===== config.mk =====
export PLATFORM = sky130hd
export DESIGN_NAME = serial_console_regs
export DESIGN_NICKNAME = d
export VERILOG_FILES = /design/src/rtl/scon_pkg.sv /design/src/rtl/scon_rx_fifo.sv /design/src/rtl/scon_ctrl_regs.sv /design/src/rtl/scon_irq_gen.sv /design/src/rtl/serial_console_regs.sv
export SDC_FILE = /design/constraint.sdc
export NUM_CORES = 1
export LEC_CHECK = 0
export BUFFER_PORTS_ARGS = -buffer_cell sky130_fd_sc_hd__buf_2
export CAP_MARGIN = 20
export CORE_ASPECT_RATIO = 1.25
export CORE_MARGIN = 4
export CORE_UTILIZATION = 67
export DETAILED_ROUTE_END_ITERATION = 8
export GPL_TIMING_DRIVEN = 0
export PLACE_DENSITY = 0.81
export RECOVER_POWER = 25
export REMOVE_ABC_BUFFERS = 1
export SKIP_LAST_GASP = 1
export SLEW_MARGIN = 0
export SYNTH_ARGS = -nofsm -noshare
export SYNTH_HDL_FRONTEND = slang
export SYNTH_SLANG_ARGS = --single-unit

===== constraint.sdc =====
create_clock -name clk -period 7 [get_ports clk]
set_input_delay 0.35 -clock clk [delete_from_list [all_inputs] [get_ports clk]]
set_output_delay 0.35 -clock clk [all_outputs]
set_load 0.05 [all_outputs]

===== src/rtl/scon_pkg.sv =====
package scon_pkg;

  typedef enum logic [2:0] {
    IDX_DATA = 3'd0,
    IDX_IEN  = 3'd1,
    IDX_IDFC = 3'd2,
    IDX_LCTL = 3'd3,
    IDX_MCTL = 3'd4,
    IDX_LSTS = 3'd5,
    IDX_MSTS = 3'd6,
    IDX_SCR  = 3'd7
  } reg_idx_e;

  localparam int BYTE_W = 8;

  localparam logic [7:0] DIVLO_RST = 8'h0C;
  localparam logic [7:0] MCTL_RST  = 8'h08;
  localparam logic [7:0] MSTS_VAL  = 8'hB0;
  localparam logic [7:0] IID_TYPE  = 8'hC0;

  localparam logic [3:0] CODE_NONE = 4'h1;
  localparam logic [3:0] CODE_RXD  = 4'h4;
  localparam logic [3:0] CODE_TXE  = 4'h2;

  localparam int LCTL_DLAB  = 7;
  localparam int MCTL_LOOP  = 4;
  localparam int FCTL_EN    = 0;
  localparam int FCTL_RXCLR = 1;
  localparam int IEN_RX     = 0;
  localparam int IEN_TX     = 1;

endpackage


===== src/rtl/scon_rx_fifo.sv =====
module scon_rx_fifo #(
  parameter int DEPTH = 64,
  parameter int DW    = 8,
  localparam int PW   = $clog2(DEPTH),
  localparam int CW   = PW + 1
) (
  input  logic          clk,
  input  logic          rst,
  input  logic          flush,
  input  logic          push,
  input  logic [DW-1:0] push_data,
  input  logic          pop,
  output logic [DW-1:0] pop_data,
  output logic [CW-1:0] count
);

  logic [DW-1:0] mem [DEPTH];
  logic [PW-1:0] wr_ptr;
  logic [PW-1:0] rd_ptr;
  logic          has_data;
  logic          has_room;
  logic          do_push;
  logic          do_pop;

  assign has_data = (count != '0);
  assign has_room = (count < CW'(DEPTH));
  assign do_push  = push && has_room && !flush;
  assign do_pop   = pop && has_data;

  function automatic logic [PW-1:0] bump(input logic [PW-1:0] p);
    return (p == PW'(DEPTH - 1)) ? '0 : p + 1'b1;
  endfunction

  // storage without reset so it maps onto block RAM
  always_ff @(posedge clk) begin
    if (do_push) mem[wr_ptr] <= push_data;
  end

  // registered read port; an empty pop yields zero
  always_ff @(posedge clk) begin
    if (rst)      pop_data <= '0;
    else if (pop) pop_data <= has_data ? mem[rd_ptr] : '0;
  end

  always_ff @(posedge clk) begin
    if (rst || flush) begin
      wr_ptr <= '0;
      rd_ptr <= '0;
      count  <= '0;
    end else begin
      if (do_push) wr_ptr <= bump(wr_ptr);
      if (do_pop)  rd_ptr <= bump(rd_ptr);
      count <= count + CW'(do_push) - CW'(do_pop);
    end
  end

endmodule


===== src/rtl/scon_ctrl_regs.sv =====
module scon_ctrl_regs
  import scon_pkg::*;
(
  input  logic        clk,
  input  logic        rst,
  input  logic        acc,
  input  logic        we,
  input  reg_idx_e    idx,
  input  logic [7:0]  wdata,
  input  logic        rx_avail,
  input  logic [3:0]  iid_code,
  output logic [3:0]  ier,
  output logic        fifo_en,
  output logic        loop_on,
  output logic [7:0]  lctl,
  output logic        emit,
  output logic        lb_push,
  output logic        pop,
  output logic        flush,
  output logic [7:0]  rd_val_q,
  output logic        rd_fifo_q
);

  logic [7:0] div_lo;
  logic [7:0] div_hi;
  logic [3:0] ier_q;
  logic       fen_q;
  logic [7:0] lctl_q;
  logic [7:0] mctl_q;
  logic [7:0] scr_q;
  logic       dlab;
  logic       data_sel;
  logic [7:0] rd_val;

  assign dlab     = lctl_q[LCTL_DLAB];
  assign data_sel = acc && (idx == IDX_DATA) && !dlab;
  assign pop      = data_sel && !we;
  assign emit     = data_sel && we && !mctl_q[MCTL_LOOP];
  assign lb_push  = data_sel && we && mctl_q[MCTL_LOOP];
  assign flush    = acc && we && (idx == IDX_IDFC) && wdata[FCTL_RXCLR];

  assign ier     = ier_q;
  assign fifo_en = fen_q;
  assign loop_on = mctl_q[MCTL_LOOP];
  assign lctl    = lctl_q;

  always_comb begin
    rd_val = '0;
    unique case (idx)
      IDX_DATA: rd_val = div_lo;
      IDX_IEN:  rd_val = dlab ? div_hi : {4'b0000, ier_q};
      IDX_IDFC: rd_val = IID_TYPE | {4'b0000, iid_code};
      IDX_LCTL: rd_val = lctl_q;
      IDX_MCTL: rd_val = mctl_q;
      IDX_LSTS: rd_val = {1'b0, 2'b11, 4'b0000, rx_avail};
      IDX_MSTS: rd_val = MSTS_VAL;
      IDX_SCR:  rd_val = scr_q;
      default:  rd_val = '0;
    endcase
  end

  always_ff @(posedge clk) begin
    if (rst) begin
      div_lo <= DIVLO_RST;
      div_hi <= '0;
      ier_q  <= '0;
      fen_q  <= 1'b0;
      lctl_q <= '0;
      mctl_q <= MCTL_RST;
      scr_q  <= '0;
    end else if (acc && we) begin
      unique case (idx)
        IDX_DATA: if (dlab) div_lo <= wdata;
        IDX_IEN: begin
          if (dlab) div_hi <= wdata;
          else      ier_q  <= wdata[3:0];
        end
        IDX_IDFC: fen_q  <= wdata[FCTL_EN];
        IDX_LCTL: lctl_q <= wdata;
        IDX_MCTL: mctl_q <= wdata;
        IDX_SCR:  scr_q  <= wdata;
        default: ;
      endcase
    end
  end

  always_ff @(posedge clk) begin
    if (rst) begin
      rd_val_q  <= '0;
      rd_fifo_q <= 1'b0;
    end else begin
      rd_val_q  <= (acc && !we && !data_sel) ? rd_val : '0;
      rd_fifo_q <= pop;
    end
  end

endmodule


===== src/rtl/scon_irq_gen.sv =====
module scon_irq_gen
  import scon_pkg::*;
(
  input  logic       clk,
  input  logic       rst,
  input  logic [3:0] ier,
  input  logic       rx_avail,
  output logic       irq,
  output logic [3:0] iid_code
);

  logic rx_pend;
  logic tx_pend;

  assign rx_pend = ier[IEN_RX] && rx_avail;
  // the transmitter never holds a byte, so its idle status is always set
  assign tx_pend = ier[IEN_TX];

  always_ff @(posedge clk) begin
    if (rst) begin
      iid_code <= CODE_NONE;
      irq      <= 1'b0;
    end else begin
      if (rx_pend)      iid_code <= CODE_RXD;
      else if (tx_pend) iid_code <= CODE_TXE;
      else              iid_code <= CODE_NONE;
      irq <= rx_pend || tx_pend;
    end
  end

endmodule


===== src/rtl/serial_console_regs.sv =====
module serial_console_regs
  import scon_pkg::*;
#(
  parameter int ADDR_W       = 8,
  parameter int SIZE_W       = 3,
  parameter int REG_SHIFT    = 0,
  parameter int REG_IO_WIDTH = 1,
  parameter int RX_DEPTH     = 64
) (
  input  logic              clk,
  input  logic              rst,
  input  logic              bus_req,
  input  logic              bus_we,
  input  logic [ADDR_W-1:0] bus_addr,
  input  logic [SIZE_W-1:0] bus_size,
  input  logic [7:0]        bus_wdata,
  output logic [7:0]        bus_rdata,
  output logic              bus_err,
  input  logic [7:0]        rx_data,
  input  logic              rx_valid,
  output logic              rx_ready,
  output logic [7:0]        tx_data,
  output logic              tx_valid,
  output logic              irq
);

  localparam int CNT_W = $clog2(RX_DEPTH) + 1;

  logic             size_ok;
  logic             acc;
  reg_idx_e         idx;
  logic [3:0]       ier;
  logic             fifo_en;
  logic             loop_on;
  logic [7:0]       lctl_val;
  logic             emit;
  logic             lb_push;
  logic             pop;
  logic             flush;
  logic [7:0]       rd_val_q;
  logic             rd_fifo_q;
  logic [7:0]       pop_data;
  logic [CNT_W-1:0] q_count;
  logic             rx_avail;
  logic             room;
  logic             push;
  logic [7:0]       push_data;
  logic [3:0]       iid_code;

  assign size_ok = (bus_size == SIZE_W'(REG_IO_WIDTH));
  assign acc     = bus_req && size_ok;
  assign idx     = reg_idx_e'(3'(bus_addr >> REG_SHIFT));

  assign rx_avail  = (q_count != '0);
  assign room      = (q_count < CNT_W'(RX_DEPTH));
  assign rx_ready  = fifo_en && !loop_on && room;
  assign push      = (rx_valid && rx_ready) || (lb_push && room);
  assign push_data = lb_push ? bus_wdata : rx_data;

  scon_ctrl_regs u_regs (
    .clk       (clk),
    .rst       (rst),
    .acc       (acc),
    .we        (bus_we),
    .idx       (idx),
    .wdata     (bus_wdata),
    .rx_avail  (rx_avail),
    .iid_code  (iid_code),
    .ier       (ier),
    .fifo_en   (fifo_en),
    .loop_on   (loop_on),
    .lctl      (lctl_val),
    .emit      (emit),
    .lb_push   (lb_push),
    .pop       (pop),
    .flush     (flush),
    .rd_val_q  (rd_val_q),
    .rd_fifo_q (rd_fifo_q)
  );

  scon_rx_fifo #(
    .DEPTH (RX_DEPTH),
    .DW    (BYTE_W)
  ) u_fifo (
    .clk       (clk),
    .rst       (rst),
    .flush     (flush),
    .push      (push),
    .push_data (push_data),
    .pop       (pop),
    .pop_data  (pop_data),
    .count     (q_count)
  );

  scon_irq_gen u_irq (
    .clk      (clk),
    .rst      (rst),
    .ier      (ier),
    .rx_avail (rx_avail),
    .irq      (irq),
    .iid_code (iid_code)
  );

  always_ff @(posedge clk) begin
    if (rst) begin
      bus_err  <= 1'b0;
      tx_valid <= 1'b0;
      tx_data  <= '0;
    end else begin
      bus_err  <= bus_req && !size_ok;
      tx_valid <= emit;
      if (emit) tx_data <= bus_wdata;
    end
  end

  assign bus_rdata = rd_fifo_q ? pop_data : rd_val_q;

endmodule


==> results.json <==
{
  "avgSynthCellArea_um2": 17.7,
  "fin_crit_ns": 4.95,
  "violations": "capacitance limit, slew limit",
  "hpwl_mm": 34.1,
  "path_delay_family": "compound AO/OA/AOI/OAI gates",
  "cts_buffers": 54,
  "wl_per_cell_um": 29.7,
  "dp.cells": 1862,
  "clock_sinks": 613,
  "finalHoldViolations": 0,
  "ys_types": 56,
  "die_w_um": 178,
  "fin_crit_sh_pct": 70.7,
  "drv_slew": 140,
  "grt_pass1_wl_mm": 87.7,
  "r2r-start": "u_regs.lctl[7]$_SDFFE_PP0P_",
  "io_pins": 52,
  "finalNonFillerCells": 1976,
  "row_count": 77,
  "critPathSlowestCell": "o21ai_0",
  "cts-root-buf": "clkbuf_16",
  "design_area_um2": 27100,
  "drtAntennaViolNets": 0,
  "post-cts-setup-buffer-count": 0,
  "slowest_delay_ns": 2.52,
  "worstSetupPathType": "reg -> reg",
  "drt_iter0_markers": 1983,
  "setup_tns_ns": 0,
  "end_kind": "flip-flop",
  "slew_headroom_pct": -114,
  "synth_compound_area_share_pct": 3.56,
  "synth_area_leaders": "edfxtp_1, mux4_2, dfxtp_1",
  "tritoncts": "built",
  "worst-path-stages": 3,
  "critPathBufInv": 0,
  "dp_slack_ns": 2.90,
  "track_usage_pct": 30.4,
  "regToRegEndpoint": "u_fifo.mem[20][3]$_DFFE_PP_",
  "ys_seq_area_share_pct": 72.1,
  "clock_latency_ns": 0.59,
  "synthAdderAreaFrac_pct": 0.654,
  "crit_path_start_kind": "flip-flop",
  "syn_to_final_growth_pct": 12.3,
  "synth_top_area_cell": "edfxtp_1",
  "setup_viol": 0,
  "synthMuxAreaShare_pct": 15.5,
  "worstPathRequired_ns": 6.92,
  "synth_ff_type": "edfxtp_1",
  "dieArea_um2": 39100,
  "worstPathMaxFanout": 22,
  "yosysMostFrequentCell": "edfxtp_1",
  "powerDensity_nw_per_um2": 265,
  "grt_pass1_vias": 13700,
  "synth_xor_area_share_pct": 0.472,
  "ys_ff_latch": 613,
  "drv_cap": 4,
  "cts.reportedPaths.clkPinSlew_ns": 0.06,
  "fin_nets": 1501,
  "drt_wl_total_mm": 58.7,
  "synth_top_family_by_area": "multiplexers",
  "fin_hold_ws_ns": 0.0263,
  "syn_inst": 1364,
  "synth_top_area_share_pct": 63.7,
  "p_leak_nw": 8.96,
  "grt_remaining_overflow": 0,
  "async_flop_share_pct": 0,
  "synthSimpleGateAreaFrac_pct": 5.90,
  "fin_ws_ns": 2.05,
  "syn_area_um2": 24100,
  "max_freq_mhz": 202,
  "diodes": 0,
  "skew_ns": 0.0136,
  "core_area_um2": 35500,
  "drive_above_1_share_pct": 21.8,
  "critPathLaunch": "u_regs.lctl[7]$_SDFFE_PP0P_",
  "peakVddDrop_uv": 176,
  "worstPathArrival_ns": 4.87,
  "grt_max_degree": 65,
  "place_area_um2": 25200,
  "rsz0062_at_grt": "false",
  "antenna_found_initial": 0,
  "cts_buffer_depth": 3,
  "io_buffers": 46,
  "regToRegSetupSlack_ns": 2.05,
  "yosysWarnings": 0,
  "tightest_slew_ns": 3.18,
  "r2r_cells": 3,
  "synth_common_cells": "edfxtp_1, mux4_2, nor2_1",
  "via_per_inst": 6.93,
  "holdCritPathClass": "in -> reg",
  "cts_max_level": 2,
  "drc": 0,
  "start_util_pct": 68.0,
  "synth-edff-count": 512,
  "drtPass1Iterations": 6,
  "crit_chain": "nor4_1, nand3_1, o21ai_0",
  "die_y_um": 220,
  "status": "complete, but fails checks",
  "critPathCapture": "u_fifo.mem[20][3]$_DFFE_PP_",
  "vias": 13700,
  "place_congestion": 0.885
}
## report_power, final
part	leakage, nW	internal (mW)	total [mW]	switching, mW
sequential	5.42	3.95	3.96	0.00561
clock	0.888	1.74	3.03	1.30
combinational	2.65	0.0511	0.174	0.123
total	8.96	5.74	7.16	1.43
## cell families after synthesis
logic type / count (synthesis)
xor+xnor: 13
compound gates: 127
flops: 613
simple gates: 296
buf+inv: 103
fa+ha+maj: 12
mux: 200
## flip-flops by register name, summed over array words and instances (netlist names), 3 cells and up, named ones only
name,count
u_regs.mctl_q,8
u_regs.ier,4
u_irq.iid_code,3
u_fifo.rd_ptr,6
u_fifo.mem,512
u_fifo.pop_data,8
u_regs.lctl,8
u_fifo.count,7
u_regs.rd_val_q,8
tx_data,8
u_regs.scr_q,8
u_regs.div_hi,8
u_regs.div_lo,8
u_fifo.wr_ptr,6
## tightest hold or removal path, stage by stage
cell      delay (ns)
buf_2           0.11
nand2b_1        0.07
a21oi_1         0.04
## per-stage QoR
step	power, mW	utilization [%]
6_report	7.16	76.4
5_1_grt	7.36	76.4
4_1_cts	7.16	76.3
3_5_place_dp	4.20	71.2
3_3_place_gp	4.19	69.3
2_1_floorplan	4.13	-
## area by class of cell
| type | count | area, um2 |
|---|---|---|
| Clock buffer | 71 | 1510 |
| Tap cell | 474 | 593 |
| Inverter | 19 | 71.3 |
| Timing Repair Buffer | 121 | 937 |
| Clock inverter | 30 | 287 |
| Sequential cell | 613 | 17400 |
| Multi-Input combinational cell | 648 | 6280 |
| Fill cell | 1881 | 8370 |
## worst min path at each step
stage,cells past startpoint,startpoint,end
floorplan,1,rst,tx_data[0]$_SDFFE_PP0P_
global placement,1,u_regs.mctl_q[3]$_SDFFE_PP1P_,u_regs.mctl_q[3]$_SDFFE_PP1P_
detailed placement,1,u_regs.div_lo[3]$_SDFFE_PP1P_,u_regs.div_lo[3]$_SDFFE_PP1P_
CTS,3,bus_req,bus_err$_SDFF_PP0_
global route,3,bus_req,bus_err$_SDFF_PP0_
finish,3,bus_req,bus_err$_SDFF_PP0_
## layer usage
metal / up-vias / track usage (%) / part of all wire, %
li1: 5614 / - / -
met1: 6892 / 39.6 / 35
met2: 1001 / 52.1 / 51
met3: 185 / 5.50 / 9.1
met4: 0 / 11.5 / 4.6
met5: - / 0 / 0
## layout by cell type (no fill, tap or decap), types with 4 or more instances in the layout
| cell | count |
|---|---|
| bufinv_16 | 6 |
| nand4_1 | 7 |
| mux2_2 | 7 |
| buf_4 | 38 |
| clkbuf_1 | 37 |
| edfxtp_1 | 512 |
| nand3_1 | 20 |
| a21oi_1 | 25 |
| a22oi_1 | 62 |
| nor3_1 | 64 |
| or3_1 | 4 |
| nand2_1 | 51 |
| clkinv_2 | 10 |
| buf_12 | 8 |
| clkbuf_16 | 58 |
| clkinv_1 | 12 |
| ha_1 | 11 |
| xnor2_1 | 4 |
| mux2_1 | 7 |
| xor2_1 | 9 |
| nand3b_1 | 9 |
| inv_1 | 20 |
| dfxtp_1 | 99 |
| mux2i_1 | 49 |
| or3b_2 | 4 |
| nor2_1 | 106 |
| o21ai_0 | 19 |
| mux4_2 | 137 |
| buf_16 | 5 |
| buf_2 | 40 |
## repair_timing
item | in CTS | in global routing
hold buffers | 1 | 0
resized for setup | 0 | 0
hold endpoints to repair | 1 | 0
setup endpoints to repair | 0 | 0
(Power assumes the default switching activity.)
